[src/rtl/retaddr_stack_pkg.sv]
package retaddr_stack_pkg;

  typedef enum logic [1:0] {
    FILL_EMPTY = 2'b00,
    FILL_PART  = 2'b01,
    FILL_FULL  = 2'b10
  } fill_e;

  // Strobes from control to datapath
  typedef struct packed {
    logic wrEn;     // write pushData into a slot this cycle
    logic replace;  // write over the newest slot instead of the next free one
  } stackStrobe_t;

endpackage

[src/rtl/retaddr_stack_ctrl.sv]
module retaddr_stack_ctrl
  import retaddr_stack_pkg::*;
#(
  parameter int DEPTH = 8,
  parameter int LVL_W = $clog2(DEPTH + 1)
) (
  input  logic             clk,
  input  logic             rst_n,
  input  logic             clear_i,
  input  logic             popA_i,
  input  logic             popB_i,
  input  logic             push_i,
  output logic [LVL_W-1:0] level_o,
  output stackStrobe_t     strobe_o,
  output fill_e            fill_o,
  output logic             underflow_o,
  output logic             overflow_o
);

  localparam logic [LVL_W-1:0] FULL_LVL = LVL_W'(DEPTH);

  logic [LVL_W-1:0] level, levelNext;
  logic popAny, isEmpty, isFull;

  always_comb begin
    popAny      = popA_i | popB_i;   // two pops of the same register count once
    isEmpty     = (level == '0);
    isFull      = (level == FULL_LVL);
    underflow_o = !clear_i && popAny && isEmpty;
    overflow_o  = !clear_i && push_i && !popAny && isFull;
    strobe_o.wrEn    = !clear_i && push_i && !underflow_o && !overflow_o;
    strobe_o.replace = popAny;
    levelNext = level;
    if (clear_i)                                 levelNext = '0;
    else if (popAny && !isEmpty && !push_i)      levelNext = level - 1'b1;
    else if (push_i && !popAny && !isFull)       levelNext = level + 1'b1;
    if (isEmpty)     fill_o = FILL_EMPTY;
    else if (isFull) fill_o = FILL_FULL;
    else             fill_o = FILL_PART;
  end

  always_ff @(posedge clk or negedge rst_n) begin
    if (!rst_n) level <= '0;
    else        level <= levelNext;
  end

  assign level_o = level;

  // the two error pulses exclude each other
  p_no_both_err_r10: assert property (@(posedge clk) disable iff (!rst_n)
    !(underflow_o && overflow_o));

  // an underflow leaves the level where it was
  p_underflow_hold_r6: assert property (@(posedge clk) disable iff (!rst_n)
    underflow_o |=> $stable(level));

  // an overflow leaves the level where it was
  p_overflow_hold_r5: assert property (@(posedge clk) disable iff (!rst_n)
    overflow_o |=> $stable(level));

  // pop plus push on a non-empty stack keeps the depth
  p_replace_keep_r8: assert property (@(posedge clk) disable iff (!rst_n)
    (!clear_i && popAny && push_i && !isEmpty) |=> $stable(level));

  // a double pop removes exactly one entry
  p_double_pop_r7: assert property (@(posedge clk) disable iff (!rst_n)
    (!clear_i && popA_i && popB_i && !push_i && !isEmpty) |=> (level == $past(level) - 1'b1));

  // clear empties the stack
  p_clear_r11: assert property (@(posedge clk) disable iff (!rst_n)
    clear_i |=> (level == '0));

endmodule

[src/rtl/retaddr_stack_dpath.sv]
module retaddr_stack_dpath
  import retaddr_stack_pkg::*;
#(
  parameter int DEPTH  = 8,
  parameter int DATA_W = 32,
  parameter int LVL_W  = $clog2(DEPTH + 1)
) (
  input  logic              clk,
  input  logic              rst_n,
  input  stackStrobe_t      strobe_i,
  input  logic [LVL_W-1:0]  level_i,
  input  logic [DATA_W-1:0] pushData_i,
  output logic [DATA_W-1:0] topData_o
);

  logic [DATA_W-1:0] slot [DEPTH];
  logic [LVL_W-1:0]  wrIdx;

  assign wrIdx = strobe_i.replace ? (level_i - 1'b1) : level_i;

  for (genvar g = 0; g < DEPTH; g++) begin : g_slot
    always_ff @(posedge clk or negedge rst_n) begin
      if (!rst_n)                                       slot[g] <= '0;
      else if (strobe_i.wrEn && wrIdx == LVL_W'(g))     slot[g] <= pushData_i;
    end
  end

  // Newest entry sits at level-1; an empty stack reads as zero
  always_comb begin
    topData_o = '0;
    for (int i = 0; i < DEPTH; i++)
      if (level_i == LVL_W'(i + 1)) topData_o = slot[i];
  end

  // a write never targets a slot beyond the storage
  p_write_in_range_r5: assert property (@(posedge clk) disable iff (!rst_n)
    strobe_i.wrEn |-> (wrIdx < LVL_W'(DEPTH)));

endmodule

[src/rtl/retaddr_stack.sv]
module retaddr_stack
  import retaddr_stack_pkg::*;
#(
  parameter int DEPTH  = 8,
  parameter int DATA_W = 32
) (
  input  logic              clk,
  input  logic              rst_n,
  input  logic              clear_i,
  input  logic              popA_i,
  input  logic              popB_i,
  input  logic              push_i,
  input  logic [DATA_W-1:0] pushData_i,
  output logic [DATA_W-1:0] topData_o,
  output logic [1:0]        fill_o,
  output logic              underflow_o,
  output logic              overflow_o
);

  localparam int LVL_W = $clog2(DEPTH + 1);

  logic [LVL_W-1:0] level;
  stackStrobe_t     strobe;
  fill_e            fillState;

  retaddr_stack_ctrl #(.DEPTH(DEPTH), .LVL_W(LVL_W)) u_ctrl (
    .clk         (clk),
    .rst_n       (rst_n),
    .clear_i     (clear_i),
    .popA_i      (popA_i),
    .popB_i      (popB_i),
    .push_i      (push_i),
    .level_o     (level),
    .strobe_o    (strobe),
    .fill_o      (fillState),
    .underflow_o (underflow_o),
    .overflow_o  (overflow_o)
  );

  retaddr_stack_dpath #(.DEPTH(DEPTH), .DATA_W(DATA_W), .LVL_W(LVL_W)) u_dpath (
    .clk        (clk),
    .rst_n      (rst_n),
    .strobe_i   (strobe),
    .level_i    (level),
    .pushData_i (pushData_i),
    .topData_o  (topData_o)
  );

  assign fill_o = fillState;

  // an overflow is only possible while the full state is shown
  p_overflow_full_r4: assert property (@(posedge clk) disable iff (!rst_n)
    overflow_o |-> (fill_o == FILL_FULL));

  // an underflow is only possible while the empty state is shown
  p_underflow_empty_r6: assert property (@(posedge clk) disable iff (!rst_n)
    underflow_o |-> (fill_o == FILL_EMPTY && topData_o == '0));

endmodule

[config.mk]
export PLATFORM = sky130hd
export DESIGN_NAME = retaddr_stack
export DESIGN_NICKNAME = d
export VERILOG_FILES = /design/src/rtl/retaddr_stack_pkg.sv /design/src/rtl/retaddr_stack_ctrl.sv /design/src/rtl/retaddr_stack_dpath.sv /design/src/rtl/retaddr_stack.sv
export SDC_FILE = /design/constraint.sdc
export NUM_CORES = 1
export LEC_CHECK = 0
export ABC_AREA = 1
export BUFFER_PORTS_ARGS = -buffer_cell sky130_fd_sc_hd__buf_2
export CELL_PAD_IN_SITES_DETAIL_PLACEMENT = 1
export CELL_PAD_IN_SITES_GLOBAL_PLACEMENT = 2
export CORE_ASPECT_RATIO = 0.9
export CORE_MARGIN = 2
export CORE_UTILIZATION = 39
export DETAILED_ROUTE_END_ITERATION = 6
export HOLD_SLACK_MARGIN = 0.08
export PLACE_DENSITY = 0.91
export SETUP_SLACK_MARGIN = 0.05
export SYNTH_ARGS = -nofsm -noshare
export SYNTH_HDL_FRONTEND = slang
export SYNTH_HIERARCHICAL = 1
export SYNTH_SLANG_ARGS = --single-unit
export TNS_END_PERCENT = 50
[constraint.sdc]
create_clock -name clk -period 4.7 [get_ports clk]
set_clock_uncertainty 0.2 [all_clocks]
set_input_delay 0.705 -clock clk [delete_from_list [all_inputs] [get_ports clk]]
set_output_delay 0.705 -clock clk [all_outputs]
set_load 0.02 [all_outputs]
==> impl_metrics.json <==
{
  "peakVddDrop_uv": 285.6,
  "holdCritPathClass": "primary input to register",
  "via_per_inst": 5.186,
  "cp-startpoint": "u_ctrl/level_o[0]$_DFFE_PN0P_",
  "yosys.area.top_type": "dfrtp_1",
  "clock_latency_ps": 560,
  "cts_tree": "done",
  "power_density_nw_per_um2": 506.6,
  "fmax_mhz": 240.0,
  "synth-main-ff-cell": "dfrtp_1",
  "cts-root-buf": "clkbuf_16",
  "start_util": 0.3962,
  "yosys_warnings": 6,
  "fin_crit_ps": 4166,
  "synth_seq_area_share": 0.5138,
  "clk_pin_slew_worst_paths_ps": 60,
  "ys_ff_latch": 260,
  "n_fill_cell": 3896,
  "grt-ovfl-total": 0,
  "synth_cell_types": 30,
  "cts_sinks": 260,
  "setup.worst_path.start_class": "register",
  "core_area_sq_um": 31960,
  "syn_nets": 1691,
  "postRouteAntennaNets": 0,
  "num_vias": 11000,
  "totalWireLength_microns": 38280,
  "fp.dieH_microns": 174.9,
  "setup_viol_count_final": 0,
  "cts_setup_buffers": 0,
  "design.portCount": 74,
  "synth.area.top_cells": "dfrtp_1 (51%), nand2_1 (17%), o21ai_0 (9.1%), inv_1 (5.5%), a21oi_1 (2.6%)",
  "fin_nets": 1728,
  "grt_max_degree": 92,
  "layout_common_cells": "nand2_1 (588), dfrtp_1 (260), o21ai_0 (231), inv_1 (183), buf_2 (72)",
  "r2r_start": "u_ctrl/level_o[2]$_DFFE_PN0P_",
  "ctsHoldBuffers": 1,
  "drc": 0,
  "setup-tns-final_ps": 0,
  "critPathKind": "register to output pin",
  "synth_async_sr_flop_share": 1.000,
  "grt_pass1_vias": 11500,
  "worstPathRequired_ps": 3800,
  "dp_hpwl_microns": 22800,
  "syn_inst": 1646,
  "grt_first_pass_wirelength_microns": 62870,
  "crit_fanout": 17,
  "utilization": 0.4507,
  "fp.dieArea_sq_um": 33930,
  "status": "finished clean",
  "portBuffers": 73,
  "p_leak_nw": 7.301,
  "fin_crit_sh": 0.8864,
  "drive_gt1_frac": 0.1056,
  "avgSynthCellArea_sq_um": 7.693,
  "cts_buffer_depth": 3,
  "drtIter0Drc": 781,
  "insertedDiodeCount": 0,
  "hp-start": "pushData_i[28]",
  "dr.pass1.iters": 5,
  "final_common_cell": "nand2_1",
  "maxSlewViolCount": 0,
  "die_w_microns": 193.9,
  "cp.arrival_ps": 3260,
  "h-tree-depth": 1,
  "endpoint_kind": "output pin",
  "rsz0062_at_grt": "false",
  "wl_per_cell_microns": 18.06,
  "worst_pin_slew_ps": 1073,
  "power.total_mw": 7.297,
  "syn_area_sq_um": 12660,
  "synth-edff-count": 0,
  "yosysTopAreaCellShare": 0.5138,
  "syn_to_final_growth_pct": 13.77,
  "place_congestion": 0.7606,
  "rows": 62,
  "cts-resized-gates": 0,
  "gr-usage-all-layers": 0.2302,
  "hold_violations": 0,
  "antenna_found_initial": 0,
  "cts_buffers": 30,
  "maxCapViolations": 0,
  "slew_headroom": 0.2827
}
[flip-flops by register name, summed over array words and instances, names as in the netlist]
| register | cells |
|---|---|
| u_ctrl/level_o | 4 |
| u_dpath/slot | 256 |
[report_power, final]
group | switching [mW] | internal, mW
clock | 0.956 | 1.33
sequential | 0.415 | 3.17
combinational | 0.908 | 0.520
[per-stage QoR]
step	hold WS [ps]	worst slack, ps	cell area [sq um]	std cells
floorplan	209.4	1866	12660	1646
global placement	265.4	1236	13440	2066
detailed placement	273.9	1110	13440	2066
CTS	180.6	470.6	14410	2120
global route	195.5	291.5	14410	2120
finish	197.3	534.0	14410	2120
[path summary, 6_finish.rpt]
check,end,depth (start not counted),slack (ps)
worst max register to register,u_dpath/slot[150]$_DFFE_PN0P_,8,1350
worst min-delay path,u_dpath/slot[60]$_DFFE_PN0P_,3,200
min in group asynchronous,u_dpath/slot[49]$_DFFE_PN0P_,2,550
worst min register to register,u_dpath/slot[129]$_DFFE_PN0P_,2,290
max in group asynchronous,u_dpath/slot[104]$_DFFE_PN0P_,3,2670
worst max-delay path,topData_o[21],13,530
[routing by layer]
metal / global-route usage / part of all wire
met1: 0.3147 / 0.48
met2: 0.3933 / 0.47
met3: 0.02586 / 0.030
met4: 0.05650 / 0.023
met5: 0 / 0
[synthesized netlist by cell type (5+ instances only)]
cell type,instances
nand2_1,588
nand3b_1,30
o21ai_0,231
clkbuf_2,8
a21oi_1,66
nor2_4,6
clkbuf_1,51
dfrtp_1,260
ha_1,6
o21ai_1,27
nand3_1,48
buf_2,32
inv_1,184
nand4_1,32
nand2_2,5
nor2_1,45
[cell families (layout without fill, tap and decap cells)]
group / Yosys count / after routing / synth area share
buf+inv: 284 / 342 / 0.08933
compound gates: 326 / 326 / 0.1300
simple gates: 766 / 766 / 0.2566
xor+xnor: 3 / 3 / 0.002669
fa+ha+maj: 7 / 7 / 0.007510
flops: 260 / 260 / 0.5138
[cell type report]
cell class	instances	area (sq um)	area share
Clock buffer	38	810.8	0.05628
Clock inverter	15	142.6	0.009902
Inverter	185	694.4	0.04821
Multi-Input combinational cell	1102	5045	0.3502
Sequential cell	260	6506	0.4517
Tap cell	416	520.5	0.03613
Timing Repair Buffer	104	685.7	0.04760
[worst max-delay path, stage by stage, from the launching register on]
cell and delay (ps):
dfrtp_1 540, inv_1 170, ha_1 250, inv_1 490, buf_4 370, nand4_1 120
nand2_1 120, nand2_1 60, nand3b_1 100, nand2_1 60, nand2_1 70, nand2_1 60
nand2_1 110, buf_2 180
Power figures use the tool's default switching activity.
